==> config.mk <==
export PLATFORM = sky130hd
export DESIGN_NAME = quad_regfile
export DESIGN_NICKNAME = d
export VERILOG_FILES = /design/src/rtl/rf_pkg.sv /design/src/rtl/rf_wb_mux.sv /design/src/rtl/rf_read_port.sv /design/src/rtl/rf_lane.sv /design/src/rtl/quad_regfile.sv
export SDC_FILE = /design/constraint.sdc
export NUM_CORES = 1
export LEC_CHECK = 0
export BUFFER_PORTS_ARGS = -buffer_cell sky130_fd_sc_hd__buf_4
export CORE_ASPECT_RATIO = 0.7
export CORE_MARGIN = 2
export CORE_UTILIZATION = 35
export CTS_CLUSTER_SIZE = 12
export DETAILED_ROUTE_END_ITERATION = 10
export GPL_TIMING_DRIVEN = 0
export PLACE_DENSITY = 0.58
export SYNTH_ARGS = -nofsm -noshare
export SYNTH_HDL_FRONTEND = slang
export SYNTH_SLANG_ARGS = --single-unit
==> constraint.sdc <==
create_clock -name clk -period 3.17 [get_ports clk]
set_clock_uncertainty 0.1 [all_clocks]
set_input_delay 0 -clock clk [delete_from_list [all_inputs] [get_ports clk]]
set_output_delay 0 -clock clk [all_outputs]
set_load 0.005 [all_outputs]
==> src/rtl/rf_pkg.sv <==
package rf_pkg;

  // Per-lane update decision for one clock edge
  typedef enum logic [1:0] {
    LANE_HOLD  = 2'd0,
    LANE_LOAD  = 2'd1,
    LANE_SHIFT = 2'd2
  } lane_op_e;

  // Names of the write-back sources by select value
  typedef enum logic [1:0] {
    WB_ALU  = 2'd0,
    WB_ADD  = 2'd1,
    WB_LOAD = 2'd2,
    WB_AUX  = 2'd3
  } wb_src_e;

endpackage

==> src/rtl/rf_wb_mux.sv <==
module rf_wb_mux #(
  parameter int DW   = 16,
  parameter int NSRC = 4,
  parameter int SW   = (NSRC > 1) ? $clog2(NSRC) : 1
) (
  input  logic [NSRC*DW-1:0] srcs,
  input  logic [SW-1:0]      sel,
  output logic [DW-1:0]      dout
);

  always_comb begin
    dout = '0;
    for (int s = 0; s < NSRC; s++) begin
      if (sel == SW'(s)) dout = srcs[s*DW +: DW];
    end
  end

endmodule

==> src/rtl/rf_read_port.sv <==
module rf_read_port #(
  parameter int DW   = 16,
  parameter int NREG = 4,
  parameter int AW   = (NREG > 1) ? $clog2(NREG) : 1
) (
  input  logic [NREG*DW-1:0] regs,
  input  logic [AW-1:0]      sel,
  output logic [DW-1:0]      dout
);

  always_comb begin
    dout = '0;
    for (int r = 0; r < NREG; r++) begin
      if (sel == AW'(r)) dout = regs[r*DW +: DW];
    end
  end

endmodule

==> src/rtl/rf_lane.sv <==
module rf_lane
  import rf_pkg::*;
#(
  parameter int DW  = 16,
  parameter int AW  = 2,
  parameter int IDX = 0
) (
  input  logic          clk,
  input  logic          rst,
  input  logic          step,
  input  logic          shift_en,
  input  logic          shift_in,
  input  logic          wr_en,
  input  logic [AW-1:0] wr_addr,
  input  logic [DW-1:0] wb_bus,
  output logic [DW-1:0] q,
  output logic          upd
);

  lane_op_e op;
  logic     addr_hit;

  assign addr_hit = (wr_addr == AW'(IDX));

  // Step mode wins over a normal write
  always_comb begin
    if (step) op = shift_en ? LANE_SHIFT : LANE_HOLD;
    else      op = (wr_en && addr_hit) ? LANE_LOAD : LANE_HOLD;
  end

  assign upd = (op != LANE_HOLD);

  always_ff @(posedge clk) begin
    if (rst) begin
      q <= '0;
    end else begin
      unique case (op)
        LANE_SHIFT: q <= {q[DW-2:0], shift_in};
        LANE_LOAD:  q <= wb_bus;
        default:    q <= q;
      endcase
    end
  end


  reset_clear_chk: assert property (@(posedge clk) disable iff (rst)
    $past(rst) |-> (q == '0));


  step_shift_chk: assert property (@(posedge clk) disable iff (rst)
    (step && shift_en) |=> (q == {$past(q[DW-2:0]), $past(shift_in)}));


  normal_load_chk: assert property (@(posedge clk) disable iff (rst)
    (!step && wr_en && (wr_addr == AW'(IDX))) |=> (q == $past(wb_bus)));


  lane_hold_chk: assert property (@(posedge clk) disable iff (rst)
    (!(step && shift_en) && !(!step && wr_en && (wr_addr == AW'(IDX))))
      |=> $stable(q));

endmodule

==> src/rtl/quad_regfile.sv <==
module quad_regfile #(
  parameter int DW   = 16,
  parameter int NREG = 4,
  parameter int NSRC = 4,
  parameter int AW   = (NREG > 1) ? $clog2(NREG) : 1,
  parameter int SW   = (NSRC > 1) ? $clog2(NSRC) : 1
) (
  input  logic            clk,
  input  logic            rst,
  input  logic [AW-1:0]   rd_sel_a,
  input  logic [AW-1:0]   rd_sel_b,
  input  logic [AW-1:0]   rd_sel_i,
  input  logic [SW-1:0]   wb_sel,
  input  logic [DW-1:0]   src_alu,
  input  logic [DW-1:0]   src_add,
  input  logic [DW-1:0]   src_load,
  input  logic [DW-1:0]   src_aux,
  input  logic            wr_en,
  input  logic [AW-1:0]   wr_addr,
  input  logic            step_mode,
  input  logic [NREG-1:0] shift_en,
  input  logic [NREG-1:0] shift_in,
  output logic [DW-1:0]   bus_a,
  output logic [DW-1:0]   bus_b,
  output logic [DW-1:0]   bus_i,
  output logic [DW-1:0]   wb_bus
);

  localparam int NPORT = 3;

  logic [NSRC*DW-1:0]           src_flat;
  logic [NREG*DW-1:0]           reg_flat;
  logic [NREG-1:0]              lane_upd;
  logic [NPORT-1:0][AW-1:0]     port_sel;
  logic [NPORT-1:0][DW-1:0]     port_bus;

  assign src_flat = {src_aux, src_load, src_add, src_alu};

  rf_wb_mux #(.DW(DW), .NSRC(NSRC), .SW(SW)) u_wb_mux (
    .srcs (src_flat),
    .sel  (wb_sel),
    .dout (wb_bus)
  );

  for (genvar k = 0; k < NREG; k++) begin : g_lane
    rf_lane #(.DW(DW), .AW(AW), .IDX(k)) u_lane (
      .clk      (clk),
      .rst      (rst),
      .step     (step_mode),
      .shift_en (shift_en[k]),
      .shift_in (shift_in[k]),
      .wr_en    (wr_en),
      .wr_addr  (wr_addr),
      .wb_bus   (wb_bus),
      .q        (reg_flat[k*DW +: DW]),
      .upd      (lane_upd[k])
    );
  end

  assign port_sel = {rd_sel_i, rd_sel_b, rd_sel_a};

  for (genvar p = 0; p < NPORT; p++) begin : g_port
    rf_read_port #(.DW(DW), .NREG(NREG), .AW(AW)) u_port (
      .regs (reg_flat),
      .sel  (port_sel[p]),
      .dout (port_bus[p])
    );
  end

  assign bus_a = port_bus[0];
  assign bus_b = port_bus[1];
  assign bus_i = port_bus[2];


  single_write_chk: assert property (@(posedge clk) disable iff (rst)
    !step_mode |-> $onehot0(lane_upd));


  step_enable_only_chk: assert property (@(posedge clk) disable iff (rst)
    step_mode |-> ((lane_upd & ~shift_en) == '0));

endmodule

* After elaboration in Yosys (flattened, before gate mapping)
Cells that the tools add are included.
** Word-level totals
- Logic and storage cells :: 72
- Input bits :: 86
- ROM bits :: 0
- Bits in latches :: 0
- Register bits after elaboration :: 64
- Output and inout port bits :: 64
- Memories :: 0
- Bits in writable memories :: 0
** Cells by class
- Reduce and logical (&&, ||, !) cells :: 13
- $add $sub $neg :: 0
- Equality and inequality tests :: 23
- Div/mod/pow operators :: 0
- Shift operators :: 0
- Multiply operators :: 0
- Order comparisons :: 0
- Muxes and demuxes :: 32
- Bitwise gates (word level) :: 0
** Operators by type and width (number)
- $mux W16 :: 16
- $pmux W16 S2 :: 4
- $eq A2 B2 Y1 const B :: 14
- $eq A2 B1 Y1 const B :: 9
- $mux W2 :: 8
- $logic_not A2 Y1 :: 5
- $reduce_bool A2 Y1 :: 4
- $logic_and A1 B1 Y1 :: 4
- $mux W1 :: 4

* Logic depth before layout (Yosys ltp)
- Depth in word-level cells :: 6
- Gate-level depth with buffers :: 5
- Depth with buffers taken out :: 3

* Hierarchy
A second synthesis with hierarchy kept.
** Second synthesis, totals
- Cells, all modules :: 455
- Area, all modules :: 5061.1 sq um
** By module, submodules not included
- rf_lane (g_lane[1].u_lane ...) :: cells each 94, times used 2, sequential area each 320.3 sq um, area each 864.6 sq um
- rf_read_port :: cells each 20, times used 3, sequential area each 0.0 sq um, area each 424.2 sq um
- rf_lane (g_lane[0].u_lane) :: cells each 94, times used 1, sequential area each 320.3 sq um, area each 854.6 sq um
- rf_lane (g_lane[3].u_lane) :: cells each 93, times used 1, sequential area each 320.3 sq um, area each 780.7 sq um
- rf_wb_mux :: cells each 20, times used 1, sequential area each 0.0 sq um, area each 424.2 sq um

* Worst setup path after synthesis
No wires, ideal clock.
- Path kind :: input -> register
- Start point :: input port wb_sel[0]
- End point :: register g_lane[0].u_lane.q[10]
- Stages :: 5
- Arrival time :: 1.008 ns
- Setup slack :: 1.917 ns
- Buffers on the path :: 2
- Path through :: buf_6 buf_12 mux4_2 nor2_1 a311oi_2
** On the way
- Word-level cells in the longest chain between the ends :: 6
- Elaborated cells between the ends (all ways) :: 9
** RTL lines
- from (decl) :: RTL line quad_regfile.sv:13 : input logic [SW-1:0] wb_sel,
- $logic_not A2 Y1 :: RTL line rf_wb_mux.sv:14 : if (sel == SW'(s)) dout = srcs[s*DW +: DW];
- $mux W16 (3 in a row) :: RTL line rf_wb_mux.sv:14
- $mux W16 (*) :: RTL line rf_wb_mux.sv:14
- via wb_bus[10] :: RTL line quad_regfile.sv:26 : output logic [DW-1:0] wb_bus
- $pmux W16 S2 (*) :: RTL line rf_lane.sv:37 : unique case (op)
- to (signal assigned) :: RTL line rf_lane.sv:38 : LANE_SHIFT: q <= {q[DW-2:0], shift_in};
- to (signal assigned) :: RTL line rf_lane.sv:39 : LANE_LOAD: q <= wb_bus;
- to (signal assigned) :: RTL line rf_lane.sv:40 : default: q <= q;
- to (decl) :: RTL line rf_lane.sv:16 : output logic [DW-1:0] q,
Mark *: on every way through the listed nets, which the timed path passes. The rest lies on a longest branch.
A chain may end at the register's enable or synchronous reset.

* Worst setup path in the final report
- Start point :: input port rd_sel_a[1]
- End point :: output port bus_a[5]
** On the way
- Word-level cells in the longest chain between the ends :: 5
- Elaborated cells between the ends (all ways) :: 8
** RTL lines
- from (decl) :: RTL line quad_regfile.sv:10 : input logic [AW-1:0] rd_sel_a,
- $logic_not A2 Y1 :: RTL line rf_read_port.sv:14 : if (sel == AW'(r)) dout = regs[r*DW +: DW];
- $mux W16 (3 in a row) :: RTL line rf_read_port.sv:14
- $mux W16 (*) :: RTL line rf_read_port.sv:14
- to (decl) :: RTL line quad_regfile.sv:23 : output logic [DW-1:0] bus_a,
Every way passes the cells marked *; elsewhere a longest branch is shown, timed or not.

==> impl_results.md <==
* Reg with most FFs: g_lane.u_lane.q
* Buf+Inv Stages, Crit Path at 3
* Tightest Pin Transition at between 0.8 and 0.9 ns
* Vias per inst at 6.12
* Setup crit end kind: output port
* Min-Delay Endpoint: g_lane[3].u_lane.q[0]
* Worst-Skew Late Latency at approximately 0.33 ns
* Final count of pins violating max slew at 0
* Sw frac at between 20% and 30%
* Setup Fix Bufs, Post-CTS at 0
* Clock sink total at 64
* Routed vias at 4706
* CTS tree: done
* P per Cell Area at roughly 380 nW/um^2
* WL final at roughly 17000 um
* Startpoint types: input port
* Max FO, Critical Path at 10
* Maximum number of pins on one net before global-route repair at 11
* Final non-filler cell total at slightly below 800
* Die area at ~14000 um^2
* Synth Area in Adders at 0%
* Cells after Synth at approximately 450
* Proportion of layout cells with a drive suffix above 1 at 41.0%
* Max stage delay on crit path at about 0.56 ns
* Clk pwr share at ~39%
* Post-route antenna net violation count at 0
* Most frequent cells in the layout: buf_4 (141), nand2_1 (65), dfxtp_1 (64)
* Synth Area in Simple Gates at 18.1%
* Min Tclk post-route at ~1.6 ns
* Mux contribution to synthesized area at 32.0%
* Routed len/inst at 21.7 um
* Leakage power at roughly 2.3 nW
* Crit path max-delay family: buffers and inverters
* Outcome: finished clean
* Commonest non-fill, non-tap cell in the layout: buf_4
* Cells after DPL at ~750
* Synth Register Bits at 64
* GPL Wtd Cong at ~0.94
* Inserted Clock Buffers at 9
* Slowest CP cell: clkbuf_1
* Internal Power at roughly 0.0017 W
* Worst r2r path cells at 2
* Max clock buf depth at 2
* Clock slew at reported path FFs at 0.05 ns
* Cell repeated most along the worst path: clkbuf_1
* Post-cts sizing count at 0
* Worst Hold Launch: rst
* Regs by FF count: g_lane.u_lane.q x64
* Flop pwr share at a little under two fifths
* Part of the power in combinational logic at between 20% and 30%
* Hold Path Depth at 2
* Final setup violation count at 0
* Area growth from synthesis to layout at 34.5%
* Die Ht at a little under 100 um
* Top-level I/O count at 150
* Initial DRC count at 466
* Max reg flops at 64
* Max_slew headroom at 43.9%
* Fin worst setup slack at between 1.5 and 2 ns
* Sequential share of the synthesized area at between 20% and 30%
* Die width at around 140 um
* Antenna cells at 0
* All-Layer GR Usage at roughly a quarter
* Place WS at approximately 1.6 ns
* Worst r2r src: g_lane[3].u_lane.q[1]
* Peak VDD IR at around 0.00024 V
* Multi-input gate area at 2950 um^2
* Setup_tns at 0 ns
* Port Buffers at about 140
* Hold Fails Final Rpt at 0
* Worst EP required at about 3.1 ns
* Min-Delay Path Class: input port to flip-flop
* Core footprint at between 10000 and 15000 um^2
* Post-Syn Nets at 534
* Synthesized area per cell at between 10 and 15 um^2
* First-pass GRT wire length at approximately 25000 um
* RSZ-0062 raised after global routing: no
* # H-tree levels at 3
* Crit path DAT at roughly 1.5 ns
* CP Class: input port to output port
* Synth Area in Compound Gates at between 10% and 20%
* DRT Pass-1 Iters at 5
* Largest family of logic cells by synthesized area: multiplexers
* Initial antenna violation count at 0
* Synth unique cells at 25
* FF-to-FF End: g_lane[3].u_lane.q[2]
* Final worst path period share at 50.6%
* Clk root buf: clkbuf_16
* Internal reg-to-reg setup slack at between 2 and 2.5 ns
* Max_cap viols at 0
* Final #Nets at a little under 700
* Vias in the first global route at around 4600
* Starting Density at a little over a third
* CP Cell Sequence: clkbuf_1 -> clkbuf_1 -> mux4_2 -> buf_4
* Cell row count at 34
* GR Overflow Total at 0
* P_sw at 0.000661 W
* Highest clock rate at a little over 600 MHz
* # DRC at 0
* Reg area at approximately 1300 um^2
* Post-synthesis xor/xnor area fraction at 0%
* Synthesized area at approximately 4600 um^2
* HPWL after DPL at between 10000 and 15000 um
* # fillers at between 1000 and 1500
* Yosys warning total at 0
-- worst max-delay path by stage --
| stage | end | start | depth (start not counted) |
|---|---|---|---|
| floorplan | g_lane[0].u_lane.q[10] | wb_sel[0] | 5 |
| global placement | bus_i[13] | rd_sel_i[1] | 4 |
| detailed placement | bus_a[6] | rd_sel_a[1] | 4 |
| CTS | bus_a[6] | rd_sel_a[1] | 4 |
| global route | g_lane[1].u_lane.q[8] | shift_en[1] | 5 |
| finish | bus_a[5] | rd_sel_a[1] | 4 |
-- routing by layer --
metal / GRT usage (%) / vias up / part of all wire [%]
li1: - / 2075 / -
met1: 32.8 / 2295 / 42
met2: 36.4 / 313 / 44
met3: 7.90 / 23 / 13
met4: 5.44 / 0 / 1.3
met5: 0 / - / 0
-- through the flow --
stage	total power [W]	area [um^2]	util, %	hold WS [ns]
2_1_floorplan	0.00117	4550	-	0.0837
3_3_place_gp	0.00142	5770	46.0	0.215
3_5_place_dp	0.00143	5770	46.0	0.232
4_1_cts	0.00234	6120	48.8	0.0549
5_1_grt	0.00242	6120	48.8	0.111
6_report	0.00235	6120	48.8	0.0534
-- logic make-up (layout without fill, tap and decap cells) --
kind of cell           after synthesis  count (layout)
buffers and inverters               60             219
and+or+nand+nor                    192             192
DFF                                 64              64
muxes                               64              64
AOI/OAI and AO/OA                   68              68
-- power groups by stage --
stage	sequential [W]	combinational, W	clock, W
6_report	0.000893	0.000541	0.000916
5_1_grt	0.000897	0.000573	0.000948
4_1_cts	0.000890	0.000537	0.000916
3_5_place_dp	0.000906	0.000528	0
3_3_place_gp	0.000903	0.000520	0
2_1_floorplan	0.000884	0.000286	0
-- final cells by class --
type	instances	share of cell area (%)
Multi-Input combinational cell	324	48.2
Clock buffer	15	4.37
Timing Repair Buffer	144	18.0
Sequential cell	64	20.9
Buffer	57	5.05
Tap cell	162	3.31
Inverter	3	0.184
-- Yosys cell counts --
cell,number,area (um^2)
buf_12,1,20.0
a311oi_1,47,412
a21oi_1,1,5.00
clkbuf_4,2,15.0
nand4bb_1,2,22.5
mux4_1,4,105
buf_6,3,33.8
mux4_2,60,1350
a211oi_1,1,7.51
nand4b_1,1,8.76
buf_1,1,3.75
nor2_1,62,233
inv_1,3,11.3
nand3_1,61,305
buf_2,16,80.1
o221ai_1,2,17.5
buf_4,5,37.5
dfxtp_1,64,1280
clkbuf_8,1,13.8
a311oi_2,14,210
o21ai_0,1,5.00
a31oi_1,2,12.5
clkbuf_1,28,105
nand2_1,65,244
or4b_1,1,10.0
-- what timing repair did --
item | in CTS | in global routing
endpoints found under the setup margin | 0 | 0
endpoints found under the hold margin | 21 | 0
hold buffers | 8 | 0
No activity file was read; power rests on OpenSTA's default activity.
